===== src/rtl/cr_pkg.sv =====
package cr_pkg;
  localparam int BYTE_W = 8;

  typedef enum logic [1:0] {
    RES_NONE = 2'd0,
    RES_PASS = 2'd1,
    RES_FAIL = 2'd2,
    RES_ERR  = 2'd3
  } cr_result_e;

  typedef enum logic [2:0] {
    ST_IDLE,
    ST_WR_REQ,
    ST_WR_RSP,
    ST_DELAY,
    ST_RD_REQ,
    ST_RD_RSP
  } cr_state_e;
endpackage


===== src/rtl/cr_delay_timer.sv =====
module cr_delay_timer #(
  parameter int WAIT_W = 16
) (
  input  logic              clk,
  input  logic              rst_n,
  input  logic              load,
  input  logic [WAIT_W-1:0] load_val,
  input  logic              en,
  output logic              expired
);
  logic [WAIT_W-1:0] cnt_q;

  always_ff @(posedge clk or negedge rst_n) begin
    if (!rst_n)                    cnt_q <= '0;
    else if (load)                 cnt_q <= load_val;
    else if (en && cnt_q != '0)    cnt_q <= cnt_q - WAIT_W'(1);
  end

  assign expired = (cnt_q == '0);


  tmr_count_chk: assert property (@(posedge clk) disable iff (!rst_n)
    !load |=> (cnt_q <= $past(cnt_q)));
endmodule


===== src/rtl/cr_lane_eval.sv =====
module cr_lane_eval
  import cr_pkg::*;
#(
  parameter int MAX_LANES = 2,
  localparam int LEN_W = $clog2(MAX_LANES + 1),
  localparam int BUS_W = MAX_LANES * BYTE_W
) (
  input  logic [LEN_W-1:0] lanes,
  input  logic [BUS_W-1:0] status,
  input  logic [BUS_W-1:0] cur_set,
  output logic             all_lock,
  output logic [BUS_W-1:0] new_set,
  output logic             changed
);
  logic [MAX_LANES-1:0] lock_ok;
  logic [MAX_LANES-1:0] unused_hi;

  for (genvar l = 0; l < MAX_LANES; l++) begin : g_lane
    localparam logic [LEN_W-1:0] IDX = LEN_W'(l);
    logic act;
    assign act = (IDX < lanes);
    assign lock_ok[l] = !act || status[l*BYTE_W];
    assign new_set[l*BYTE_W +: BYTE_W] = act ?
      {4'b0000, status[l*BYTE_W+3 +: 2], status[l*BYTE_W+1 +: 2]} : '0;
    assign unused_hi[l] = ^status[l*BYTE_W+5 +: 3];
  end

  assign all_lock = &lock_ok;
  assign changed  = (new_set != cur_set);
endmodule


===== src/rtl/cr_retry_cnt.sv =====
module cr_retry_cnt #(
  parameter int SAME_LIMIT = 5,
  parameter int MAX_ITER   = 80,
  localparam int SAME_W = $clog2(SAME_LIMIT + 1),
  localparam int ITER_W = $clog2(MAX_ITER + 1)
) (
  input  logic clk,
  input  logic rst_n,
  input  logic init,
  input  logic adv,
  input  logic changed,
  output logic at_limit,
  output logic full
);
  logic [SAME_W-1:0] same_q;
  logic [ITER_W-1:0] iter_q;

  always_ff @(posedge clk or negedge rst_n) begin
    if (!rst_n) begin
      same_q <= SAME_W'(1);
      iter_q <= '0;
    end else if (init) begin
      same_q <= SAME_W'(1);
      iter_q <= '0;
    end else if (adv) begin
      same_q <= changed ? SAME_W'(1) : same_q + SAME_W'(1);
      iter_q <= iter_q + ITER_W'(1);
    end
  end

  assign at_limit = (same_q == SAME_W'(SAME_LIMIT));
  assign full     = (iter_q == ITER_W'(MAX_ITER));


  same_bound_chk: assert property (@(posedge clk) disable iff (!rst_n)
    (same_q >= SAME_W'(1)) && (same_q <= SAME_W'(SAME_LIMIT)));

  adv_guard_chk: assert property (@(posedge clk) disable iff (!rst_n)
    adv |-> !at_limit);

  iter_bound_chk: assert property (@(posedge clk) disable iff (!rst_n)
    iter_q <= ITER_W'(MAX_ITER));
endmodule


===== src/rtl/cr_train_ctrl.sv =====
module cr_train_ctrl
  import cr_pkg::*;
#(
  parameter int         MAX_LANES  = 2,
  parameter int         WAIT_W     = 16,
  parameter int         MAX_ITER   = 80,
  parameter int         SAME_LIMIT = 5,
  parameter logic [7:0] INIT_DRIVE = 8'h02,
  localparam int LEN_W = $clog2(MAX_LANES + 1),
  localparam int BUS_W = MAX_LANES * BYTE_W
) (
  input  logic              clk,
  input  logic              rst_n,
  input  logic              start,
  input  logic [LEN_W-1:0]  lane_cnt,
  input  logic [WAIT_W-1:0] wait_cycles,
  output logic              req_valid,
  input  logic              req_ready,
  output logic              req_write,
  output logic [LEN_W-1:0]  req_len,
  output logic [BUS_W-1:0]  req_data,
  input  logic              rsp_valid,
  output logic              rsp_ready,
  input  logic [LEN_W-1:0]  rsp_len,
  input  logic [BUS_W-1:0]  rsp_data,
  output logic              done,
  output logic [1:0]        result
);
  localparam logic [LEN_W-1:0] RD_LEN = LEN_W'(MAX_LANES);

  cr_state_e        state_q;
  logic [LEN_W-1:0] lanes_q;
  logic [BUS_W-1:0] set_q, init_set, new_set;
  logic             all_lock, changed;
  logic             tmr_load, tmr_exp;
  logic             cnt_init, cnt_adv, same_limit, iter_full;
  logic             fin;
  cr_result_e       fin_res;
  logic             done_q;
  cr_result_e       res_q;

  for (genvar l = 0; l < MAX_LANES; l++) begin : g_init
    localparam logic [LEN_W-1:0] IDX = LEN_W'(l);
    assign init_set[l*BYTE_W +: BYTE_W] = (IDX < lane_cnt) ? INIT_DRIVE : '0;
  end

  cr_lane_eval #(.MAX_LANES(MAX_LANES)) u_eval (
    .lanes(lanes_q), .status(rsp_data), .cur_set(set_q),
    .all_lock(all_lock), .new_set(new_set), .changed(changed)
  );

  cr_delay_timer #(.WAIT_W(WAIT_W)) u_timer (
    .clk(clk), .rst_n(rst_n), .load(tmr_load), .load_val(wait_cycles),
    .en(state_q == ST_DELAY), .expired(tmr_exp)
  );

  cr_retry_cnt #(.SAME_LIMIT(SAME_LIMIT), .MAX_ITER(MAX_ITER)) u_retry (
    .clk(clk), .rst_n(rst_n), .init(cnt_init), .adv(cnt_adv),
    .changed(changed), .at_limit(same_limit), .full(iter_full)
  );

  // Outcome of the current cycle: lock is judged before the retry limits.
  always_comb begin
    tmr_load = 1'b0;
    cnt_init = 1'b0;
    cnt_adv  = 1'b0;
    fin      = 1'b0;
    fin_res  = RES_NONE;
    case (state_q)
      ST_IDLE: cnt_init = start;
      ST_WR_RSP:
        if (rsp_valid) begin
          if (rsp_len != lanes_q) begin fin = 1'b1; fin_res = RES_ERR;  end
          else if (iter_full)     begin fin = 1'b1; fin_res = RES_FAIL; end
          else                    tmr_load = 1'b1;
        end
      ST_RD_RSP:
        if (rsp_valid) begin
          if (rsp_len != RD_LEN)  begin fin = 1'b1; fin_res = RES_ERR;  end
          else if (all_lock)      begin fin = 1'b1; fin_res = RES_PASS; end
          else if (same_limit)    begin fin = 1'b1; fin_res = RES_FAIL; end
          else                    cnt_adv = 1'b1;
        end
      default: ;
    endcase
  end

  always_ff @(posedge clk or negedge rst_n) begin
    if (!rst_n) begin
      state_q <= ST_IDLE;
      lanes_q <= '0;
      set_q   <= '0;
      done_q  <= 1'b0;
      res_q   <= RES_NONE;
    end else begin
      done_q <= fin;
      res_q  <= fin ? fin_res : RES_NONE;
      case (state_q)
        ST_IDLE:
          if (start) begin
            lanes_q <= lane_cnt;
            set_q   <= init_set;
            state_q <= ST_WR_REQ;
          end
        ST_WR_REQ: if (req_ready) state_q <= ST_WR_RSP;
        ST_WR_RSP: if (rsp_valid) state_q <= fin ? ST_IDLE : ST_DELAY;
        ST_DELAY:  if (tmr_exp)   state_q <= ST_RD_REQ;
        ST_RD_REQ: if (req_ready) state_q <= ST_RD_RSP;
        ST_RD_RSP:
          if (rsp_valid) begin
            if (fin) state_q <= ST_IDLE;
            else begin
              set_q   <= new_set;
              state_q <= ST_WR_REQ;
            end
          end
        default: state_q <= ST_IDLE;
      endcase
    end
  end

  assign req_valid = (state_q == ST_WR_REQ) || (state_q == ST_RD_REQ);
  assign req_write = (state_q == ST_WR_REQ);
  assign req_len   = (state_q == ST_WR_REQ) ? lanes_q : RD_LEN;
  assign req_data  = (state_q == ST_WR_REQ) ? set_q : '0;
  assign rsp_ready = (state_q == ST_WR_RSP) || (state_q == ST_RD_RSP);
  assign done      = done_q;
  assign result    = res_q;


  req_hold_chk: assert property (@(posedge clk) disable iff (!rst_n)
    (req_valid && !req_ready) |=> (req_valid && $stable(req_write) &&
                                   $stable(req_len) && $stable(req_data)));

  chan_excl_chk: assert property (@(posedge clk) disable iff (!rst_n)
    !(req_valid && rsp_ready));

  done_pulse_chk: assert property (@(posedge clk) disable iff (!rst_n)
    done |=> !done);

  done_result_chk: assert property (@(posedge clk) disable iff (!rst_n)
    done == (result != 2'd0));

  err_quiet_chk: assert property (@(posedge clk) disable iff (!rst_n)
    (done && result == 2'd3) |-> (!req_valid && !rsp_ready));
endmodule


===== config.mk =====
export PLATFORM = sky130hd
export DESIGN_NAME = cr_train_ctrl
export DESIGN_NICKNAME = d
export VERILOG_FILES = /design/src/rtl/cr_pkg.sv /design/src/rtl/cr_delay_timer.sv /design/src/rtl/cr_lane_eval.sv /design/src/rtl/cr_retry_cnt.sv /design/src/rtl/cr_train_ctrl.sv
export SDC_FILE = /design/constraint.sdc
export NUM_CORES = 1
export LEC_CHECK = 0
export BUFFER_PORTS_ARGS = -buffer_cell sky130_fd_sc_hd__buf_4
export CAP_MARGIN = 5
export CORE_MARGIN = 2
export CORE_UTILIZATION = 25
export CTS_BUF_LIST = sky130_fd_sc_hd__clkbuf_4 sky130_fd_sc_hd__clkbuf_8
export DETAILED_ROUTE_END_ITERATION = 6
export PLACE_DENSITY_LB_ADDON = 0.3
export SYNTH_ARGS = -nofsm -noshare
export SYNTH_HDL_FRONTEND = slang
export SYNTH_SLANG_ARGS = --single-unit
export TNS_END_PERCENT = 30

===== constraint.sdc =====
create_clock -name clk -period 4.53 [get_ports clk]
set_input_delay 0.906 -clock clk [delete_from_list [all_inputs] [get_ports clk]]
set_output_delay 0.906 -clock clk [all_outputs]
set_load 0.005 [all_outputs]

==> impl_metrics.tcl, run 1 <==
set metrics [dict create \
    status "finished, final reports clean" \
    worstReg2RegStart "u_timer.cnt_q[6]" \
    dr_wl_met2_mm 2.93 \
    ys_seq_area_frac 0.392 \
    slew_headroom 0.323 \
    grt_max_degree 43 \
    async_reset_ff_frac 1.00 \
    ant_nets 0 \
    vdd_ir_drop_max_v 0.000174 \
    wl_per_cell_um 12.9 \
    rows 37 \
    worstSetupPathType "flip-flop to output pin" \
    die_width_um 108 \
    combPwrFrac 0.353 \
    grtUsageTotal 0.113 \
    finalSetupTns_ps 0 \
    gp_congestion 0.791 \
    clock_skew_ps 10.4 \
    ys_warn_count 0 \
    worstPathArrival_ps 2070 \
    overflow 0 \
    wl_met3_um 325 \
    p_sw_frac 0.363 \
    cts_root_buf "clkbuf_8" \
    grt_pass1_vias 2142 \
    cap_viol_max_count 0 \
    crit_start "state_q[0]" \
    vias_per_cell 4.54 \
    start_util 0.259 \
    io_pins 65 \
    hold_viol 0 \
    finalMaxSlewViolations 0 \
    synth_cell_types 55 \
    syn2layout_area_growth_pct 23.1 \
    core_um2 10400 \
    clk_path_buf_depth 2 \
    clock_latency_ps 300 \
    num_antenna_cells 0 \
    final_cells 487 \
    final_util 0.319 \
    timing.critical_path.fanout_max 11 \
    worst_pin_slew_ps 1000 \
    cell_internal_pwr_w 0.000978 \
    worst_setup_path_start_kind "flip-flop" \
    placed_area_um2 3160 \
    layout-drive-gt1-share 0.217 \
    ctsHoldBuffers 0 \
    via_count 2210 \
    regToRegEndpoint "state_q[0]" \
    ff2ff_path_depth 5 \
    routed_wl_mm 6.27 \
    p_leak_nw 1.36 \
    die_area_um2 11600 \
    wirelength_met1_mm 2.91 \
    fmaxAchievable_mhz 336 \
    worstSetupEndpointType "output pin" \
    postLayoutCellArea_um2 3300 \
    drt_first_pass_iters 4 \
    hold_class "flip-flop to flip-flop" \
    antenna_found_initial 0 \
    clock-sinks 42 \
    ys_ff_latch 42 \
    synthFlopType "dfrtp_1" \
    post-route-drc-count 0 \
    placed_cells 479 \
    cts-buffers-inserted 5 \
    syn_inst 306 \
    fill_cells 1125 \
    post-cts-setup-buffer-count 0 \
    finalCriticalPeriod_ps 2980 \
    top_layer "met4" \
    crit_end "req_len[0]" \
    cts_htree_levels 2 \
    pwr-share-seq 0.407 \
    die_height_um 108 \
    nets 396 \
    setup_viol 0 \
    pwr-share-clk 0.240 \
    portBuffers 50 \
    cts_tree "built" \
    required_ps 3620 \
    power_density_nw_per_um2 465 \
    synth_edf_count 0 \
    synth_area_um2 2680 \
    post-route-period-util 0.658 \
    clkTransAtPathRegs_ps 80 \
    power_w 0.00154 \
    grt_pass1_wl_mm 10.4 \
    ff2ff_setup_slack_ps 2000 \
    dp_hpwl_mm 4.60 \
    drt-initial-drc-count 79 \
    p_sw_w 0.000557 \
    syn_area_per_cell_um2 8.77 \
    rsz0062_at_grt "no" \
    cts_resized 0 \
]
-- how the worst min path moves through the flow --
stage	slack, ps	to	cells past startpoint	from
4_1_cts	530	set_q[2]	2	set_q[2]
3_5_place_dp	510	set_q[2]	2	set_q[2]
5_1_grt	570	u_retry.same_q[1]	1	u_retry.same_q[1]
3_3_place_gp	500	set_q[2]	2	set_q[2]
2_1_floorplan	480	set_q[2]	2	set_q[2]
6_report	530	set_q[2]	2	set_q[2]
-- placed cells by master, fill, tap and decap left out, drive strengths merged, types with 2 or more instances in the layout --
cell type	count
a21boi	2
a21oi	5
a31oi	2
and2	15
and3	2
buf	52
bufinv	2
clkbuf	6
conb	8
dfrtp	41
ha	5
inv	10
mux2	5
mux2i	4
nand2	39
nand2b	4
nand3	13
nand3b	3
nand4	7
nand4b	4
nor2	21
nor2b	5
nor3	6
nor4	4
o21ai	32
o31ai	2
or2	2
or4	2
xnor2	8
xor2	19
-- power by group through the flow --
stage	Sequential, W	Clock [W]	Combinational (W)
2_1_floorplan	0.000567	0	0.000430
3_3_place_gp	0.000628	0	0.000541
3_5_place_dp	0.000632	0	0.000550
4_1_cts	0.000625	0.000384	0.000553
5_1_grt	0.000648	0.000395	0.000620
6_report	0.000624	0.000369	0.000542
-- area by class of cell --
| type | instances | area [um^2] | share of cell area |
|---|---|---|---|
| Multi-Input combinational cell | 239 | 1510 | 0.457 |
| Sequential cell | 42 | 1050 | 0.319 |
| Timing Repair Buffer | 52 | 390 | 0.118 |
| Tap cell | 136 | 170 | 0.0515 |
| Clock buffer | 6 | 82.6 | 0.0250 |
| Clock inverter | 2 | 60.1 | 0.0182 |
| Inverter | 10 | 37.5 | 0.0114 |
-- synth_stat cells (2+ instances only) --
| cell | instances | area share |
|---|---|---|
| nor2b_1 | 5 | 0.012 |
| xnor2_1 | 8 | 0.026 |
| mux2_2 | 5 | 0.021 |
| a21boi_0 | 2 | 0.0056 |
| and2_1 | 15 | 0.035 |
| o21ai_1 | 2 | 0.0037 |
| nor3_1 | 5 | 0.0093 |
| buf_2 | 4 | 0.0075 |
| a21oi_1 | 5 | 0.0093 |
| a31oi_1 | 2 | 0.0047 |
| o21ai_0 | 29 | 0.054 |
| inv_1 | 10 | 0.014 |
| ha_1 | 5 | 0.023 |
| nor4_1 | 4 | 0.0093 |
| nand4_1 | 7 | 0.016 |
| nand3b_1 | 3 | 0.0084 |
| o31ai_1 | 2 | 0.0056 |
| nand2b_1 | 4 | 0.0093 |
| dfrtp_1 | 41 | 0.38 |
| and3_1 | 2 | 0.0047 |
| buf_4 | 9 | 0.025 |
| clkbuf_1 | 9 | 0.013 |
| nand2_1 | 39 | 0.055 |
| nand4b_1 | 4 | 0.013 |
| or4_1 | 2 | 0.0056 |
| xor2_1 | 19 | 0.062 |
| nand3_1 | 13 | 0.024 |
| mux2i_1 | 4 | 0.015 |
| or2_2 | 2 | 0.0047 |
| nor2_1 | 20 | 0.028 |
-- cells by family (layout without fill, tap and decap cells) --
| family | Yosys count | after routing | synth area share |
|---|---|---|---|
| adder cells (fa/ha/maj) | 5 | 5 | 0.0233 |
| multiplexers | 9 | 9 | 0.0359 |
| AO/OA/AOI/OAI | 58 | 58 | 0.143 |
| XOR/XNOR | 27 | 27 | 0.0881 |
| flip-flops | 42 | 42 | 0.392 |
| other | 1 | 8 | 0.00140 |
| buffers and inverters | 32 | 70 | 0.0592 |
| AND/OR/NAND/NOR | 132 | 132 | 0.257 |
-- sequential cells by signal, summed over array words and instances, names as in the netlist --
name,count
lanes_q,2
state_q,3
u_retry.iter_q,7
set_q,8
u_retry.same_q,3
u_timer.cnt_q,16
result,2
done,1
-- metrics by stage --
stage,hold slack [ps],worst slack [ps]
floorplan,482,2210
global placement,504,1820
detailed placement,513,1800
CTS,533,1460
global route,575,1370
finish,527,1550
-- layer usage --
layer / up-vias / global-route usage
li1: 1132 / -
met5: - / 0
met2: 52 / 0.182
met4: 0 / 0.0394
met3: 12 / 0.0254
met1: 1014 / 0.149
-- critical path, cell delays in order (launching register included) --
cell and delay [ps]:
dfrtp_1 540, nor2b_1 270, nor2b_1 530, inv_1 150, nor2_1 160, buf_4 130
Note: power is estimated with default switching activity, not from simulation.
==> run 2, diff against run 1 <==
- clock period: 4.53 -> 2.8 ns (I/O delays scaled with it)
==> run 2 against run 1 <==
  * Critical path depth up 1
  * Wire length up 0.80%
  * Sequential cell count did not move
  * Setup slack lost 1100 ps
  * Core utilization rose by 0.11 points
  * First-iteration DRC count rose by 22%
  * Clock-buffer cell count is 1 lower
==> impl_metrics.tcl, run 2 (synthesis gave the netlist of run 1 again) <==
set metrics [dict create \
    status "finished, final reports clean" \
    rsz0062_at_grt "no" \
    syn2layout_area_growth_pct 23.5 \
    cap_viol_max_count 0 \
    post-route-period-util 0.826 \
    wl_per_cell_um 12.8 \
    finalMaxSlewViolations 0 \
    start_util 0.259 \
    preCtsSetupSlack_ps 612 \
    cts_tree "built" \
    slew_headroom 0.543 \
    largest_register_ffs 16 \
    final_cells 493 \
    final_util 0.320 \
    post-route-drc-count 0 \
    setup_viol 0 \
    ant_nets 0 \
    cts-buffers-inserted 5 \
    grt_pass1_wl_mm 10.6 \
    hold_class "input pin to async pin" \
    power_w 0.00241 \
    overflow 0 \
    timing.critical_path.fanout_max 11 \
    routed_wl_mm 6.32 \
    rows 37 \
    worstPathArrival_ps 1750 \
    grtUsageTotal 0.114 \
    cts_root_buf "clkbuf_8" \
    clock-sinks 42 \
    grt_max_degree 43 \
    hold_viol 0 \
    fmaxAchievable_mhz 432 \
    io_pins 65 \
    vdd_ir_drop_max_v 0.000315 \
    cts_resized 0 \
    drt_first_pass_iters 6 \
    ctsHoldBuffers 0 \
    vias_per_cell 4.54 \
    dp_hpwl_mm 4.68 \
    layout-drive-gt1-share 0.230 \
    top_register "u_timer.cnt_q" \
    gp_congestion 0.788 \
    final_cell_mix "buf_4, dfrtp_1, nand2_1" \
    nets 402 \
    p_leak_nw 1.37 \
    finalCriticalPeriod_ps 2310 \
    finalSetupTns_ps 0 \
    worst_setup_path_start_kind "flip-flop" \
    die_height_um 108 \
    power_density_nw_per_um2 728 \
    required_ps 2240 \
    antenna_found_initial 0 \
    clk_path_buf_depth 2 \
    grt_pass1_vias 2220 \
    fin_ws_ps 487 \
    die_area_um2 11600 \
    via_count 2240 \
    die_width_um 108 \
    reg.largest.list "u_timer.cnt_q x16, set_q x8, u_retry.iter_q x7" \
    clock_skew_ps 6.55 \
    mostFrequentLayoutCell "buf_4" \
    num_antenna_cells 0 \
    worstSetupPathType "flip-flop to output pin" \
    drt-initial-drc-count 96 \
    portBuffers 50 \
    post-cts-setup-buffer-count 0 \
    worst_pin_slew_ps 680 \
    placed_cells 485 \
    clkTransAtPathRegs_ps 80 \
    core_um2 10400 \
    cts_htree_levels 2 \
    worstSetupEndpointType "output pin" \
    clock_latency_ps 290 \
]
## run 2: path summary, 6_finish.rpt
check / from / endpoint / slack [ps] / cells after the start
max: state_q[0] / req_len[0] / 490 / 6
min: rst_n / set_q[8] / 250 / 1
max reg2reg: u_timer.cnt_q[6] / state_q[0] / 620 / 5
min reg2reg: set_q[2] / set_q[2] / 530 / 2
max in group asynchronous: rst_n / u_timer.cnt_q[8] / 2160 / 1
min in group clk: wait_cycles[15] / u_timer.cnt_q[15] / 460 / 3
## run 2: layer usage
| layer | GRT usage | wire [um] |
|---|---|---|
| met1 | 0.156 | 3010 |
| met2 | 0.181 | 2900 |
| met3 | 0.0248 | 348 |
| met4 | 0.0311 | 70 |
| met5 | 0 | 0 |
## run 2: critical path, cell delays in order (launching register included)
cell and delay [ps]:
dfrtp_1 550, nor2b_1 260, nor2b_1 160, buf_4 180, inv_1 70, nor2_1 110, buf_4 130
## run 2: per-stage QoR
step,area [um^2],hold WS (ps)
2_1_floorplan,2710,264
3_3_place_gp,3210,506
3_5_place_dp,3210,510
4_1_cts,3310,273
5_1_grt,3310,295
6_report,3310,250
## run 2: cell type report
cell class              count  area [um^2]
well taps                 136          170
flip-flops and latches     42         1050
repair buffers             58          435
clock inverters             3         40.0
inverters                  10         37.5
clock buffers               5         68.8
fillers                  1137         7060
multi-input cells         239         1510
## run 2: where the power goes
| part | total, W | switching [W] | internal (W) |
|---|---|---|---|
| sequential | 0.000984 | 0.000204 | 0.000779 |
| clock | 0.000477 | 0.000214 | 0.000263 |
| combinational | 0.000953 | 0.000501 | 0.000452 |
